$ cat src/rtl/adc_pipe_pkg.sv
package adc_pipe_pkg;
  localparam int NUM_STAGES = 4;
  localparam int STAGE_BITS = 3;
  localparam int FLASH_BITS = 4;
  localparam int STEP_BITS  = STAGE_BITS - 1;
  localparam int OUT_BITS   = FLASH_BITS + NUM_STAGES * STEP_BITS;
endpackage

$ cat src/rtl/adc_delay_line.sv
module adc_delay_line #(
  parameter int WIDTH = 3,
  parameter int DEPTH = 1
) (
  input  logic             clk_i,
  input  logic             rst_ni,
  input  logic [WIDTH-1:0] data_i,
  input  logic             valid_i,
  output logic [WIDTH-1:0] data_o,
  output logic             valid_o
);
  if (DEPTH == 0) begin : g_bypass
    assign data_o  = data_i;
    assign valid_o = valid_i;
  end else begin : g_regs
    logic [WIDTH:0] tap_q [DEPTH];

    always_ff @(posedge clk_i or negedge rst_ni) begin
      if (!rst_ni) begin
        for (int i = 0; i < DEPTH; i++) tap_q[i] <= '0;
      end else begin
        tap_q[0] <= {valid_i, data_i};
        for (int i = 1; i < DEPTH; i++) tap_q[i] <= tap_q[i-1];
      end
    end

    assign {valid_o, data_o} = tap_q[DEPTH-1];

    // a valid code leaves exactly DEPTH clocks after it entered valid
    a_r5_valid_delay: assert property (@(posedge clk_i) disable iff (!rst_ni)
      valid_o |-> $past(valid_i, DEPTH));
  end
endmodule

$ cat src/rtl/adc_corr_combine.sv
module adc_corr_combine #(
  parameter int NUM_STAGES = 4,
  parameter int STAGE_BITS = 3,
  parameter int FLASH_BITS = 4,
  parameter int OUT_BITS   = 12
) (
  input  logic                             clk_i,
  input  logic                             rst_ni,
  input  logic [NUM_STAGES*STAGE_BITS-1:0] stage_code_i,
  input  logic [FLASH_BITS-1:0]            flash_code_i,
  input  logic                             valid_i,
  output logic [OUT_BITS-1:0]              data_o,
  output logic                             valid_o
);
  localparam int STEP_BITS = STAGE_BITS - 1;
  localparam int SUM_BITS  = OUT_BITS + 2;

  logic [SUM_BITS-1:0] sum_w;
  logic                ovf_w;
  logic [OUT_BITS-1:0] sat_w;

  always_comb begin
    sum_w = SUM_BITS'(flash_code_i);
    for (int k = 0; k < NUM_STAGES; k++) begin
      sum_w = sum_w + (SUM_BITS'(stage_code_i[k*STAGE_BITS +: STAGE_BITS])
                       << (FLASH_BITS - 1 + STEP_BITS * (NUM_STAGES - 1 - k)));
    end
  end

  assign ovf_w = |sum_w[SUM_BITS-1:OUT_BITS];
  assign sat_w = ovf_w ? '1 : sum_w[OUT_BITS-1:0];

  always_ff @(posedge clk_i or negedge rst_ni) begin
    if (!rst_ni) begin
      data_o  <= '0;
      valid_o <= 1'b0;
    end else begin
      valid_o <= valid_i;
      if (valid_i) data_o <= sat_w;
    end
  end

  // an overflowing sum saturates at full scale
  a_r4_saturate: assert property (@(posedge clk_i) disable iff (!rst_ni)
    (valid_i && sum_w >= SUM_BITS'(1 << OUT_BITS)) |=> (data_o == '1));
  // an in-range sum is passed unchanged
  a_r3_in_range: assert property (@(posedge clk_i) disable iff (!rst_ni)
    (valid_i && sum_w < SUM_BITS'(1 << OUT_BITS)) |=> (data_o == $past(sum_w[OUT_BITS-1:0])));
  // word held when the sample is not valid
  a_r6_hold: assert property (@(posedge clk_i) disable iff (!rst_ni)
    !valid_i |=> $stable(data_o));
endmodule

$ cat src/rtl/adc_pipe_align.sv
module adc_pipe_align #(
  parameter int NUM_STAGES = adc_pipe_pkg::NUM_STAGES,
  parameter int STAGE_BITS = adc_pipe_pkg::STAGE_BITS,
  parameter int FLASH_BITS = adc_pipe_pkg::FLASH_BITS,
  parameter int OUT_BITS   = adc_pipe_pkg::OUT_BITS
) (
  input  logic                             clk_i,
  input  logic                             rst_ni,
  input  logic [NUM_STAGES*STAGE_BITS-1:0] stage_code_i,
  input  logic [NUM_STAGES-1:0]            stage_valid_i,
  input  logic [FLASH_BITS-1:0]            flash_code_i,
  input  logic                             flash_valid_i,
  output logic [OUT_BITS-1:0]              data_o,
  output logic                             valid_o
);
  logic [NUM_STAGES*STAGE_BITS-1:0] aligned_code;
  logic [NUM_STAGES-1:0]            aligned_valid;
  logic                             all_valid;

  // stage k waits NUM_STAGES-k clocks to meet the flash code
  for (genvar k = 0; k < NUM_STAGES; k++) begin : g_stage
    adc_delay_line #(
      .WIDTH(STAGE_BITS),
      .DEPTH(NUM_STAGES - k)
    ) u_dly (
      .clk_i  (clk_i),
      .rst_ni (rst_ni),
      .data_i (stage_code_i[k*STAGE_BITS +: STAGE_BITS]),
      .valid_i(stage_valid_i[k]),
      .data_o (aligned_code[k*STAGE_BITS +: STAGE_BITS]),
      .valid_o(aligned_valid[k])
    );
  end

  assign all_valid = (&aligned_valid) & flash_valid_i;

  adc_corr_combine #(
    .NUM_STAGES(NUM_STAGES),
    .STAGE_BITS(STAGE_BITS),
    .FLASH_BITS(FLASH_BITS),
    .OUT_BITS  (OUT_BITS)
  ) u_comb (
    .clk_i       (clk_i),
    .rst_ni      (rst_ni),
    .stage_code_i(aligned_code),
    .flash_code_i(flash_code_i),
    .valid_i     (all_valid),
    .data_o      (data_o),
    .valid_o     (valid_o)
  );

  // output valid requires the flash flag one clock earlier
  a_r5_flash_gate: assert property (@(posedge clk_i) disable iff (!rst_ni)
    valid_o |-> $past(flash_valid_i));
  // and the first stage's flag at the start of the sample
  a_r5_first_gate: assert property (@(posedge clk_i) disable iff (!rst_ni)
    valid_o |-> $past(stage_valid_i[0], NUM_STAGES + 1));
endmodule

$ cat config.mk
export PLATFORM = sky130hd
export DESIGN_NAME = adc_pipe_align
export DESIGN_NICKNAME = d
export VERILOG_FILES = /design/src/rtl/adc_pipe_pkg.sv /design/src/rtl/adc_delay_line.sv /design/src/rtl/adc_corr_combine.sv /design/src/rtl/adc_pipe_align.sv
export SDC_FILE = /design/constraint.sdc
export NUM_CORES = 1
export LEC_CHECK = 0
export ABC_CLOCK_PERIOD_IN_PS = 1700
export BUFFER_PORTS_ARGS = -buffer_cell sky130_fd_sc_hd__buf_4
export CAP_MARGIN = 25
export CELL_PAD_IN_SITES_DETAIL_PLACEMENT = 1
export CELL_PAD_IN_SITES_GLOBAL_PLACEMENT = 2
export CORE_AREA = 2 2 77 79
export DETAILED_ROUTE_END_ITERATION = 10
export DIE_AREA = 0 0 79 81
export PLACE_DENSITY_LB_ADDON = 0.05
export SETUP_SLACK_MARGIN = 0.4
export SYNTH_ARGS = -nofsm -noshare
export SYNTH_HDL_FRONTEND = slang
export SYNTH_SLANG_ARGS = --single-unit
$ cat constraint.sdc
create_clock -name clk_i -period 1.7 [get_ports clk_i]
set_clock_uncertainty 0.05 [all_clocks]
set_input_delay 0.34 -clock clk_i [delete_from_list [all_inputs] [get_ports clk_i]]
set_output_delay 0.34 -clock clk_i [all_outputs]
set_load 0.03 [all_outputs]
## Yosys cells after proc, flatten, opt, wreduce, memory -nomap -nowiden

Cells that the tools add are included.

| storage, ports and cells | value |
|---|---|
| register bits | 53 |
| input bits | 23 |
| output and inout port bits | 13 |

| cells by class | value |
|---|---|
| add/subtract/negate cells | 4 |
| multiplexer cells | 1 |
| bitwise operators | 1 |
| reduce and logical (&&, ||, !) cells | 2 |

Operator list:

| operator | number |
|---|---|
| 14-bit by 10-bit adder with 14-bit output | 1 |
| 14-bit by 6-bit adder with 14-bit output | 1 |
| 14-bit by 8-bit adder with 14-bit output | 1 |
| 4-bit by 12-bit adder with 13-bit output | 1 |
| 12-bit 2-to-1 mux | 1 |
| 4-bit AND reduction | 1 |
| 2-bit OR reduction | 1 |
| 1-bit AND | 1 |

## Logic depth before layout (Yosys ltp)

Gate-level depths: netlist of the first run.

| depth | value |
|---|---|
| word-level depth | 6 |
| depth in mapped cells | 6 |
| gate-level depth less buffers | 6 |

## Modules after synthesis

Synthesis of the first run repeated with hierarchy kept, for this count alone.

| unflattened totals | value |
|---|---|
| cell total of the unflattened synthesis | 125 |
| area, all modules | 1,816.7 sq um |

By module, submodules not included:

| module | instances | cells each | area an instance (sq um) |
|---|---|---|---|
| adc_corr_combine | 1 | 73 | 735.7 |
| adc_delay_line (g_stage[0].u_dly) | 1 | 19 | 422.9 |
| adc_delay_line (g_stage[1].u_dly) | 1 | 15 | 322.8 |
| adc_delay_line (g_stage[2].u_dly) | 1 | 11 | 222.7 |
| adc_delay_line (g_stage[3].u_dly) | 1 | 4 | 100.1 |
| adc_pipe_align | 1 | 3 | 12.5 |

## Worst setup path after synthesis of the first run

No wires, ideal clock.

| timing | value |
|---|---|
| path kind | input -> register |
| from | in flash_code_i[3] |
| to | reg u_comb.data_o[11] |
| library setup time | 0.131 ns |
| data arrival time | 1.543 ns |
| data required time | 1.519 ns |
| setup slack | -0.024 ns |
| stages | 6 |
| path through | ha_1 ha_1 a211o_2 a41o_1 a21oi_1 o31ai_2 |

| between the ends | value |
|---|---|
| longest elaborated chain between the ends | 6 |

RTL lines:

| element | RTL line | text |
|---|---|---|
| start, declared | adc_pipe_align.sv:11 | `input logic [FLASH_BITS-1:0] flash_code_i,` |
| 4-bit by 12-bit adder with 13-bit output (*) | adc_corr_combine.sv:25 | `sum_w = sum_w + (SUM_BITS'(stage_code_i[k*STAGE_BITS +: STAGE_BITS])` |
| 14-bit by 10-bit adder with 14-bit output (*) | adc_corr_combine.sv:25 |  |
| 14-bit by 8-bit adder with 14-bit output (*) | adc_corr_combine.sv:25 |  |
| 14-bit by 6-bit adder with 14-bit output (*) | adc_corr_combine.sv:25 |  |
| 2-bit OR reduction | adc_corr_combine.sv:30 | `assign ovf_w = \|sum_w[SUM_BITS-1:OUT_BITS];` |
| 12-bit 2-to-1 mux (*) | adc_corr_combine.sv:31 | `assign sat_w = ovf_w ? '1 : sum_w[OUT_BITS-1:0];` |
| end signal, assigned | adc_corr_combine.sv:39 | `if (valid_i) data_o <= sat_w;` |
| end, declared | adc_corr_combine.sv:12 | `output logic [OUT_BITS-1:0] data_o,` |

Every way passes the cells marked *; elsewhere a longest branch is shown, timed or not.
A chain may end at the register's enable or synchronous reset.

## Worst setup path after layout of the first run

| timing | value |
|---|---|
| from | reg g_stage[3].u_dly.g_regs.tap_q[0] (netlist name) |
| to | reg u_comb.data_o[10] |

| between the ends | value |
|---|---|
| longest elaborated chain between the ends | 3 |

RTL lines:

| element | RTL line | text |
|---|---|---|
| start, declared | adc_delay_line.sv:16 | `logic [WIDTH:0] tap_q [DEPTH];` |
| 14-bit by 6-bit adder with 14-bit output (*) | adc_corr_combine.sv:25 |  |
| 2-bit OR reduction | adc_corr_combine.sv:30 |  |
| 12-bit 2-to-1 mux (*) | adc_corr_combine.sv:31 |  |

Marks and branches as above.

==> run_summary.xml, run 1 <==
<?xml version="1.0" encoding="UTF-8"?>
<metrics>
  <group name="sta">
    <metric name="hold_ws" unit="ns">0.0853</metric>
    <metric name="slew_worst_pin" unit="ns">0.476</metric>
    <metric name="final_critical_delay_including_setup_and_external_delays" unit="ns">1.67</metric>
    <metric name="final_max_slew_viol_count" unit="">0</metric>
    <metric name="finalHoldViolCount" unit="">0</metric>
    <metric name="rsz_0062_raised_after_global_routing" unit="">yes</metric>
    <metric name="setup_ws" unit="ns">0.0339</metric>
    <metric name="setup_viol" unit="">0</metric>
    <metric name="post-route-period-util" unit="%">98.0</metric>
    <metric name="max_slew_margin" unit="%">68.2</metric>
    <metric name="fmaxAchievable" unit="MHz">600</metric>
  </group>
  <group name="route">
    <metric name="postRouteWirelength" unit="mm">3.31</metric>
    <metric name="avgViaCountPerCell" unit="">4.50</metric>
    <metric name="detail_route.wl_per_cell" unit="um">13.5</metric>
    <metric name="ant_nets" unit="">0</metric>
    <metric name="drt_first_pass_iters" unit="">3</metric>
    <metric name="detailed_route_iter0_violations" unit="">22</metric>
    <metric name="route.vias.total" unit="">1102</metric>
    <metric name="drt_drc_violations_left" unit="">0</metric>
  </group>
  <group name="worst_setup_path">
    <metric name="crit_path_end_kind" unit="">register</metric>
    <metric name="rr_endpoint" unit="">u_comb.data_o[10]</metric>
    <metric name="rr_startpoint" unit="">g_stage[3].u_dly.g_regs.tap_q[0]</metric>
    <metric name="number_of_gates_on_the_worst_path_with_buffers_counted" unit="">7</metric>
    <metric name="endpoint_arrival_time_on_the_critical_path" unit="ns">1.83</metric>
    <metric name="worst-path-max-fanout" unit="">4</metric>
    <metric name="crit_slowest_cell" unit="">sky130_fd_sc_hd__dfrtp_1</metric>
    <metric name="crit_start" unit="">g_stage[3].u_dly.g_regs.tap_q[0]</metric>
    <metric name="timing.critical_path.mode_cell" unit="">sky130_fd_sc_hd__buf_6</metric>
    <metric name="critical_path.startpoint_type" unit="">register</metric>
    <metric name="r2r_slack" unit="ns">0.03</metric>
    <metric name="cp_slowest_stage_delay" unit="ns">0.41</metric>
    <metric name="worst-r2r-cell-count" unit="">7</metric>
    <metric name="timing.critical_path.cells" unit="">ha_4 &gt; buf_6 &gt; a31oi_4 &gt; a211oi_4 &gt; buf_6 &gt; and3b_2 &gt; o31ai_1</metric>
    <metric name="critPathTopFamily" unit="">compound AO/OA/AOI/OAI gates</metric>
    <metric name="worst-endpoint-required" unit="ns">1.87</metric>
    <metric name="critPathKind" unit="">register to register</metric>
    <metric name="cp-endpoint" unit="">u_comb.data_o[10]</metric>
    <metric name="crit_buf_inv" unit="">2</metric>
  </group>
  <group name="clock_network">
    <metric name="tritoncts_clock_tree" unit="">built</metric>
    <metric name="cts_num_sinks" unit="">53</metric>
    <metric name="cell_chosen_for_the_clock_root" unit="">sky130_fd_sc_hd__clkbuf_8</metric>
    <metric name="cts_made_buffers" unit="">5</metric>
    <metric name="clk_transition_reported_paths" unit="ns">0.09</metric>
    <metric name="cts_max_level" unit="">2</metric>
    <metric name="clock_latency_at_the_later_pin_of_the_worst_skew_pair" unit="ns">0.30</metric>
    <metric name="clockBufferDepth" unit="">2</metric>
  </group>
  <group name="finish">
    <metric name="growth_of_design_area_from_synthesis_to_finish" unit="%">37.1</metric>
    <metric name="nNetsFinal" unit="">198</metric>
    <metric name="drive_gt1_share" unit="%">41.8</metric>
    <metric name="antenna_cells_inserted" unit="">0</metric>
    <metric name="fin_area" unit="mm2">0.00243</metric>
    <metric name="fillers" unit="">617</metric>
  </group>
  <group name="pwr">
    <metric name="total_power" unit="uW">2840</metric>
    <metric name="static-leakage-power" unit="uW">0.00109</metric>
    <metric name="vdd.ir_drop.worst" unit="mV">0.428</metric>
    <metric name="power.density" unit="mW/mm2">1170</metric>
  </group>
  <group name="job">
    <metric name="cap_viol_max_count" unit="">0</metric>
  </group>
  <group name="floorplanning">
    <metric name="core_area" unit="mm2">0.00568</metric>
    <metric name="initial_core_util" unit="%">31.3</metric>
    <metric name="chipHeight" unit="um">81</metric>
    <metric name="io_pins" unit="">36</metric>
    <metric name="fp.dieArea" unit="mm2">0.00640</metric>
    <metric name="core.rowCount" unit="">28</metric>
    <metric name="floorplan.die.width" unit="um">79</metric>
  </group>
  <group name="placement">
    <metric name="dpl.hpwl" unit="mm">2.29</metric>
    <metric name="placedInstanceArea" unit="mm2">0.00226</metric>
    <metric name="gp_routability_congestion" unit="">0.711</metric>
    <metric name="port_buf_inserts" unit="">35</metric>
    <metric name="dpl_ws" unit="ns">-0.00590</metric>
  </group>
  <group name="status">
    <metric name="status" unit="">finished clean</metric>
  </group>
  <group name="synth">
    <metric name="synth.net_count" unit="">146</metric>
    <metric name="synth_cells" unit="">118</metric>
    <metric name="synth_fa_ha_area_share" unit="%">3.52</metric>
    <metric name="yosys.area_share.xor_xnor" unit="%">1.97</metric>
    <metric name="post_synth_and_or_nand_nor_area_fraction" unit="%">8.60</metric>
    <metric name="muxShareOfSynthArea" unit="%">0.564</metric>
    <metric name="avgSynthCellArea" unit="um2">15.0</metric>
    <metric name="syn_area" unit="mm2">0.00178</metric>
    <metric name="ys_seq_elements" unit="">53</metric>
    <metric name="main_combinational_cell_family_by_area_after_synthesis" unit="">compound AO/OA/AOI/OAI gates</metric>
    <metric name="synth_sequential_area_ratio" unit="%">74.7</metric>
    <metric name="synth_warnings" unit="">0</metric>
    <metric name="yosys.cell_types.count" unit="">26</metric>
    <metric name="synth_compound_area_share" unit="%">10.1</metric>
  </group>
  <group name="grt">
    <metric name="number_of_antenna_violations_at_the_first_check_in_global_routing" unit="">0</metric>
    <metric name="grt_pass1_wl" unit="mm">5.31</metric>
    <metric name="grt_usage" unit="%">11.1</metric>
    <metric name="busiest_layer" unit="">met2</metric>
    <metric name="grt_start_max_net_pins" unit="">27</metric>
    <metric name="globalRouteMet2Util" unit="%">18.9</metric>
    <metric name="grt_remaining_overflow" unit="">0</metric>
    <metric name="vias_in_the_first_global_route" unit="">1115</metric>
    <metric name="grt_use_met1" unit="%">13.1</metric>
    <metric name="gr-usage-met3" unit="%">2.56</metric>
  </group>
  <group name="min_path">
    <metric name="hold-path-cell-count" unit="">1</metric>
    <metric name="class_of_the_tightest_hold_or_removal_check" unit="">primary input to register</metric>
  </group>
</metrics>
## metal layers
| metal | vias to the layer above | part of all wire (%) |
|---|---|---|
| met2 | 26 | 51 |
| li1 | 512 | - |
| met3 | 8 | 4.2 |
| met1 | 556 | 42 |
| met4 | 0 | 2.2 |
| met5 | - | 0 |
## placed cells by master, fill, tap and decap left out
cell type,n
sky130_fd_sc_hd__nand3_1,2
sky130_fd_sc_hd__nor2b_1,1
sky130_fd_sc_hd__a41o_1,1
sky130_fd_sc_hd__buf_6,3
sky130_fd_sc_hd__o21bai_1,1
sky130_fd_sc_hd__inv_1,1
sky130_fd_sc_hd__a21o_1,1
sky130_fd_sc_hd__nor2_1,17
sky130_fd_sc_hd__a211o_2,1
sky130_fd_sc_hd__a21oi_1,2
sky130_fd_sc_hd__a211oi_2,1
sky130_fd_sc_hd__dfrtp_1,53
sky130_fd_sc_hd__a21oi_2,6
sky130_fd_sc_hd__inv_6,1
sky130_fd_sc_hd__ha_4,4
sky130_fd_sc_hd__and4_1,1
sky130_fd_sc_hd__nand3_2,1
sky130_fd_sc_hd__bufinv_16,1
sky130_fd_sc_hd__mux2i_1,1
sky130_fd_sc_hd__dlygate4sd3_1,1
sky130_fd_sc_hd__nor4b_4,1
sky130_fd_sc_hd__o31ai_2,1
sky130_fd_sc_hd__a211oi_4,1
sky130_fd_sc_hd__clkbuf_8,5
sky130_fd_sc_hd__xnor2_1,2
sky130_fd_sc_hd__o31ai_1,1
sky130_fd_sc_hd__nand3_4,2
sky130_fd_sc_hd__and3b_2,1
sky130_fd_sc_hd__buf_4,41
sky130_fd_sc_hd__a31oi_1,5
sky130_fd_sc_hd__ha_1,1
sky130_fd_sc_hd__nand2_1,6
sky130_fd_sc_hd__a31oi_4,1
sky130_fd_sc_hd__xor2_1,2
## cell families (layout without fill, tap and decap cells)
| family | Yosys count | in the layout |
|---|---|---|
| xor gates and xnor gates | 4 | 4 |
| DFF | 53 | 53 |
| AOI/OAI and AO/OA | 22 | 22 |
| buffers and inverters | 2 | 53 |
| and+or+nand+nor | 31 | 32 |
| muxes | 1 | 1 |
| adders and majority gates | 5 | 5 |
## repair_timing
| item | CTS | global route |
|---|---|---|
| endpoints found under the hold margin | 24 | 0 |
| pin swaps | 8 | 2 |
| gates cloned | 1 | 0 |
| buffers inserted | 2 | 0 |
| setup endpoints to repair | 12 | 13 |
| hold buffers | 1 | 0 |
| gates resized for setup | 3 | 3 |
## cells in the mapped netlist, drive strengths merged
cell type	number	area [um2]
nor2	17	63.8
mux2i	1	10.0
dfrtp	53	1330
and3b	1	10.0
nor4b	1	8.76
a21o	1	7.51
inv	1	3.75
xor2	2	17.5
nand2	6	22.5
xnor2	2	17.5
a31oi	6	52.6
a211o	1	10.0
and4	1	8.76
o31ai	2	20.0
buf	1	5.00
a21oi	8	40.0
ha	5	62.6
o21bai	1	7.51
nor2b	1	6.26
nand3	4	32.5
a211oi	2	32.5
a41o	1	10.0
## worst register-to-register path, delay by kind of cell, from the launching register on
kind | cells | cell delay [ns]
DFF | 1 | 0.41
and+or+nand+nor | 1 | 0.19
adders and majority gates | 1 | 0.18
AOI/OAI and AO/OA | 3 | 0.49
buffers and inverters | 2 | 0.26
## area by class of cell
cell class	instances	area [um2]	share of cell area [%]
clock buffers	5	68.8	2.83
clock inverters	2	38.8	1.59
multi-input cells	64	551	22.6
inverters	1	3.75	0.154
well taps	75	93.8	3.86
repair buffers	45	352	14.4
flip-flops and latches	53	1330	54.5
## worst min-delay path by stage
stage / startpoint / end / slack (ns)
floorplan: rst_ni / g_stage[0].u_dly.data_o[0] / -0.006
global placement: rst_ni / g_stage[0].u_dly.g_regs.tap_q[5] / 0.22
detailed placement: rst_ni / g_stage[0].u_dly.g_regs.tap_q[9] / 0.22
CTS: stage_code_i[6] / g_stage[2].u_dly.g_regs.tap_q[4] / 0.07
global route: stage_valid_i[0] / g_stage[0].u_dly.g_regs.tap_q[15] / 0.07
finish: stage_code_i[3] / g_stage[1].u_dly.g_regs.tap_q[8] / 0.09
## metrics by stage
| step | std cells | utilization (%) | TNS (ns) |
|---|---|---|---|
| 2_1_floorplan | 118 | - | 0 |
| 3_3_place_gp | 234 | 39.8 | 0 |
| 3_5_place_dp | 234 | 39.8 | -0.0110 |
| 4_1_cts | 245 | 42.6 | -0.00192 |
| 5_1_grt | 245 | 42.9 | -0.300 |
| 6_report | 245 | 42.9 | 0 |
## power breakdown
group	switching, uW	leakage [uW]	internal (uW)	total (uW)
Combinational	311	0.000412	240	551
Clock	401	0.0000546	436	837
Sequential	69.3	0.000619	1380	1450
Total	782	0.00109	2050	2840
## registers in the layout, indices dropped and copies added, names as in the netlist
register	count
g_stage.u_dly.valid_o	3
g_stage.u_dly.g_regs.tap_q	28
g_stage.u_dly.data_o	9
u_comb.data_o	12
u_comb.valid_o	1
(Power assumes the default switching activity.)
==> run 2: changes to the inputs <==
--- a/config.mk
+++ b/config.mk
@@ -5,14 +5,14 @@
 export SDC_FILE = /design/constraint.sdc
 export NUM_CORES = 1
 export LEC_CHECK = 0
-export ABC_CLOCK_PERIOD_IN_PS = 1700
+export ABC_CLOCK_PERIOD_IN_PS = 1590
 export BUFFER_PORTS_ARGS = -buffer_cell sky130_fd_sc_hd__buf_4
 export CAP_MARGIN = 25
 export CELL_PAD_IN_SITES_DETAIL_PLACEMENT = 1
 export CELL_PAD_IN_SITES_GLOBAL_PLACEMENT = 2
-export CORE_AREA = 2 2 77 79
+export CORE_AREA = 2 2 74 76
 export DETAILED_ROUTE_END_ITERATION = 10
-export DIE_AREA = 0 0 79 81
+export DIE_AREA = 0 0 76 78
 export PLACE_DENSITY_LB_ADDON = 0.05
 export SETUP_SLACK_MARGIN = 0.4
 export SYNTH_ARGS = -nofsm -noshare
==> constraint.sdc (replaced) <==
create_clock -name clk_i -period 1.59 [get_ports clk_i]
set_clock_uncertainty 0.05 [all_clocks]
set_input_delay 0.318 -clock clk_i [delete_from_list [all_inputs] [get_ports clk_i]]
set_output_delay 0.318 -clock clk_i [all_outputs]
set_load 0.03 [all_outputs]
==> run_summary.xml, run 2 (synthesized netlist as in run 1, its figures left out) <==
<?xml version="1.0" encoding="UTF-8"?>
<metrics>
  <group name="placement">
    <metric name="placedInstanceArea" unit="mm2">0.00227</metric>
    <metric name="dpl_ws" unit="ns">-0.109</metric>
    <metric name="port_buf_inserts" unit="">35</metric>
    <metric name="dpl.hpwl" unit="mm">2.25</metric>
    <metric name="gp_routability_congestion" unit="">0.704</metric>
    <metric name="instance_count_after_placement_with_tap_cells_included" unit="">231</metric>
  </group>
  <group name="clock_network">
    <metric name="cts_made_buffers" unit="">5</metric>
    <metric name="cts_num_sinks" unit="">53</metric>
    <metric name="clockBufferDepth" unit="">2</metric>
    <metric name="tritoncts_clock_tree" unit="">built</metric>
    <metric name="cell_chosen_for_the_clock_root" unit="">sky130_fd_sc_hd__clkbuf_8</metric>
    <metric name="clk_transition_reported_paths" unit="ns">0.10</metric>
    <metric name="cts_max_level" unit="">2</metric>
    <metric name="clock_latency_at_the_later_pin_of_the_worst_skew_pair" unit="ns">0.30</metric>
  </group>
  <group name="worst_setup_path">
    <metric name="worst-path-max-fanout" unit="">3</metric>
    <metric name="timing.critical_path.cells" unit="">ha_4 &gt; a31oi_4 &gt; a211oi_4 &gt; buf_6 &gt; nor2_1 &gt; o31ai_1</metric>
    <metric name="rr_startpoint" unit="">g_stage[3].u_dly.g_regs.tap_q[2]</metric>
    <metric name="cp_slowest_stage_delay" unit="ns">0.41</metric>
    <metric name="critical_path.startpoint_type" unit="">register</metric>
    <metric name="endpoint_arrival_time_on_the_critical_path" unit="ns">1.85</metric>
    <metric name="crit_path_end_kind" unit="">register</metric>
    <metric name="crit_slowest_cell" unit="">sky130_fd_sc_hd__dfrtp_1</metric>
    <metric name="worst-endpoint-required" unit="ns">1.75</metric>
    <metric name="crit_start" unit="">g_stage[3].u_dly.g_regs.tap_q[2]</metric>
    <metric name="critPathKind" unit="">register to register</metric>
  </group>
  <group name="floorplanning">
    <metric name="io_pins" unit="">36</metric>
    <metric name="chipHeight" unit="um">78</metric>
    <metric name="floorplan.die.width" unit="um">76</metric>
    <metric name="fp.dieArea" unit="mm2">0.00593</metric>
    <metric name="core_area" unit="mm2">0.00504</metric>
    <metric name="initial_core_util" unit="%">35.2</metric>
    <metric name="core.rowCount" unit="">26</metric>
  </group>
  <group name="pwr">
    <metric name="clkPwrFrac" unit="%">28.9</metric>
    <metric name="power_frac_seq" unit="%">48.6</metric>
    <metric name="switching_part_of_the_total_power" unit="%">27.4</metric>
    <metric name="total_power" unit="uW">3210</metric>
    <metric name="combinational_group_share_of_total_power" unit="%">22.6</metric>
    <metric name="internal-power" unit="uW">2330</metric>
    <metric name="static-leakage-power" unit="uW">0.00116</metric>
    <metric name="power.net_switching" unit="uW">878</metric>
    <metric name="vdd.ir_drop.worst" unit="mV">0.629</metric>
    <metric name="power.density" unit="mW/mm2">1250</metric>
  </group>
  <group name="min_path">
    <metric name="class_of_the_tightest_hold_or_removal_check" unit="">primary input to register</metric>
    <metric name="hp-start" unit="">stage_valid_i[0]</metric>
  </group>
  <group name="grt">
    <metric name="number_of_antenna_violations_at_the_first_check_in_global_routing" unit="">0</metric>
    <metric name="grt_pass1_wl" unit="mm">5.57</metric>
    <metric name="grt_usage" unit="%">12.1</metric>
    <metric name="grt_start_max_net_pins" unit="">54</metric>
    <metric name="grt_remaining_overflow" unit="">0</metric>
    <metric name="vias_in_the_first_global_route" unit="">1197</metric>
  </group>
  <group name="sta">
    <metric name="finalHoldViolCount" unit="">0</metric>
    <metric name="max_slew_margin" unit="%">57.4</metric>
    <metric name="final_critical_delay_including_setup_and_external_delays" unit="ns">1.69</metric>
    <metric name="setup_ws" unit="ns">-0.101</metric>
    <metric name="post-route-period-util" unit="%">106</metric>
    <metric name="slew_worst_pin" unit="ns">0.639</metric>
    <metric name="setup_viol" unit="">12</metric>
    <metric name="fmaxAchievable" unit="MHz">591</metric>
    <metric name="rsz_0062_raised_after_global_routing" unit="">yes</metric>
    <metric name="final_max_slew_viol_count" unit="">0</metric>
  </group>
  <group name="finish">
    <metric name="reg.largest.list" unit="">g_stage.u_dly.g_regs.tap_q x28, u_comb.data_o x12, g_stage.u_dly.data_o x9</metric>
    <metric name="nNetsFinal" unit="">208</metric>
    <metric name="antenna_cells_inserted" unit="">0</metric>
    <metric name="layout_commonest_cell" unit="">sky130_fd_sc_hd__dfrtp_1</metric>
    <metric name="fin_area" unit="mm2">0.00256</metric>
    <metric name="growth_of_design_area_from_synthesis_to_finish" unit="%">44.3</metric>
    <metric name="fillers" unit="">517</metric>
    <metric name="drive_gt1_share" unit="%">45.9</metric>
    <metric name="stdcell_count" unit="">251</metric>
    <metric name="largest_register" unit="">g_stage.u_dly.g_regs.tap_q</metric>
    <metric name="flip_flop_count_of_the_largest_register_all_copies_and_words_added" unit="">28</metric>
    <metric name="layout_common_cells" unit="">sky130_fd_sc_hd__dfrtp_1, sky130_fd_sc_hd__buf_4, sky130_fd_sc_hd__nor2_1</metric>
  </group>
  <group name="route">
    <metric name="route.vias.total" unit="">1127</metric>
    <metric name="postRouteWirelength" unit="mm">3.27</metric>
    <metric name="drt_first_pass_iters" unit="">4</metric>
    <metric name="ant_nets" unit="">0</metric>
    <metric name="avgViaCountPerCell" unit="">4.49</metric>
    <metric name="detail_route.wl_per_cell" unit="um">13.0</metric>
    <metric name="detailed_route_iter0_violations" unit="">14</metric>
    <metric name="drt_drc_violations_left" unit="">0</metric>
  </group>
  <group name="status">
    <metric name="violations" unit="">setup timing</metric>
    <metric name="status" unit="">finished, violations left</metric>
  </group>
  <group name="job">
    <metric name="cap_viol_max_count" unit="">0</metric>
  </group>
</metrics>
## run 2: layout make-up
type / instances / area (um2) / area share, %
clock inverter: 3 / 47.5 / 1.86
clock buffer: 5 / 68.8 / 2.69
timing repair buffer: 56 / 479 / 18.7
sequential: 53 / 1330 / 51.8
inverter: 1 / 3.75 / 0.146
tap: 70 / 87.6 / 3.42
multi-input combinational: 63 / 549 / 21.4
## run 2: metal layers
layer  part of all wire [%]  wire [um]  vias to the layer above  global-route usage (%)
li1                       -          -                      525                       -
met1                     42       1360                      571                    13.9
met2                     53       1740                       27                    21.3
met3                    4.4        145                        4                    4.19
met4                   0.89         29                        0                    3.82
met5                      0          0                        -                       0
## run 2: stage by stage
stage	hold slack, ns	setup TNS, ns	utilization [%]
after floorplan	-0.0276	-0.0119	-
after global placement	0.282	-0.273	45.0
after detailed placement	0.286	-0.778	45.0
after CTS	0.0463	-0.984	50.1
after global routing	0.0336	-1.70	50.8
final	0.0624	-0.682	50.8
## run 2: power by group through the flow
stage / logic, uW / registers, uW / clock network, uW
floorplan: 175 / 1710 / 0
global placement: 570 / 1570 / 0
detailed placement: 580 / 1570 / 0
CTS: 702 / 1560 / 969
global route: 771 / 1580 / 1030
finish: 724 / 1560 / 926
## run 2: timing repair
item                                    4_1_cts  5_1_grt
endpoints found under the setup margin       25       25
gates resized for setup                      17        1
pin swaps                                     4        1
buffers inserted                              7        4
endpoints found under the hold margin         7        0
hold buffers                                  1        0
## run 2: worst max-delay path, delay by kind of cell (launching register included)
kind            cells  cell delay (ns)
flops               1             0.41
compound gates      3             0.64
simple gates        1             0.04
buf+inv             1             0.16
fa+ha+maj           1             0.30
## run 2: worst paths after layout
check	end	slack [ns]	cells after the start
hold / removal	g_stage[0].u_dly.g_regs.tap_q[15]	0.06	1
min in group asynchronous	u_comb.data_o[0]	0.53	2
hold reg to reg	g_stage[0].u_dly.data_o[1]	0.30	0
max in group asynchronous	g_stage[3].u_dly.g_regs.tap_q[0]	0.54	2
setup reg to reg	u_comb.data_o[10]	-0.10	6
setup / recovery	u_comb.data_o[10]	-0.10	6
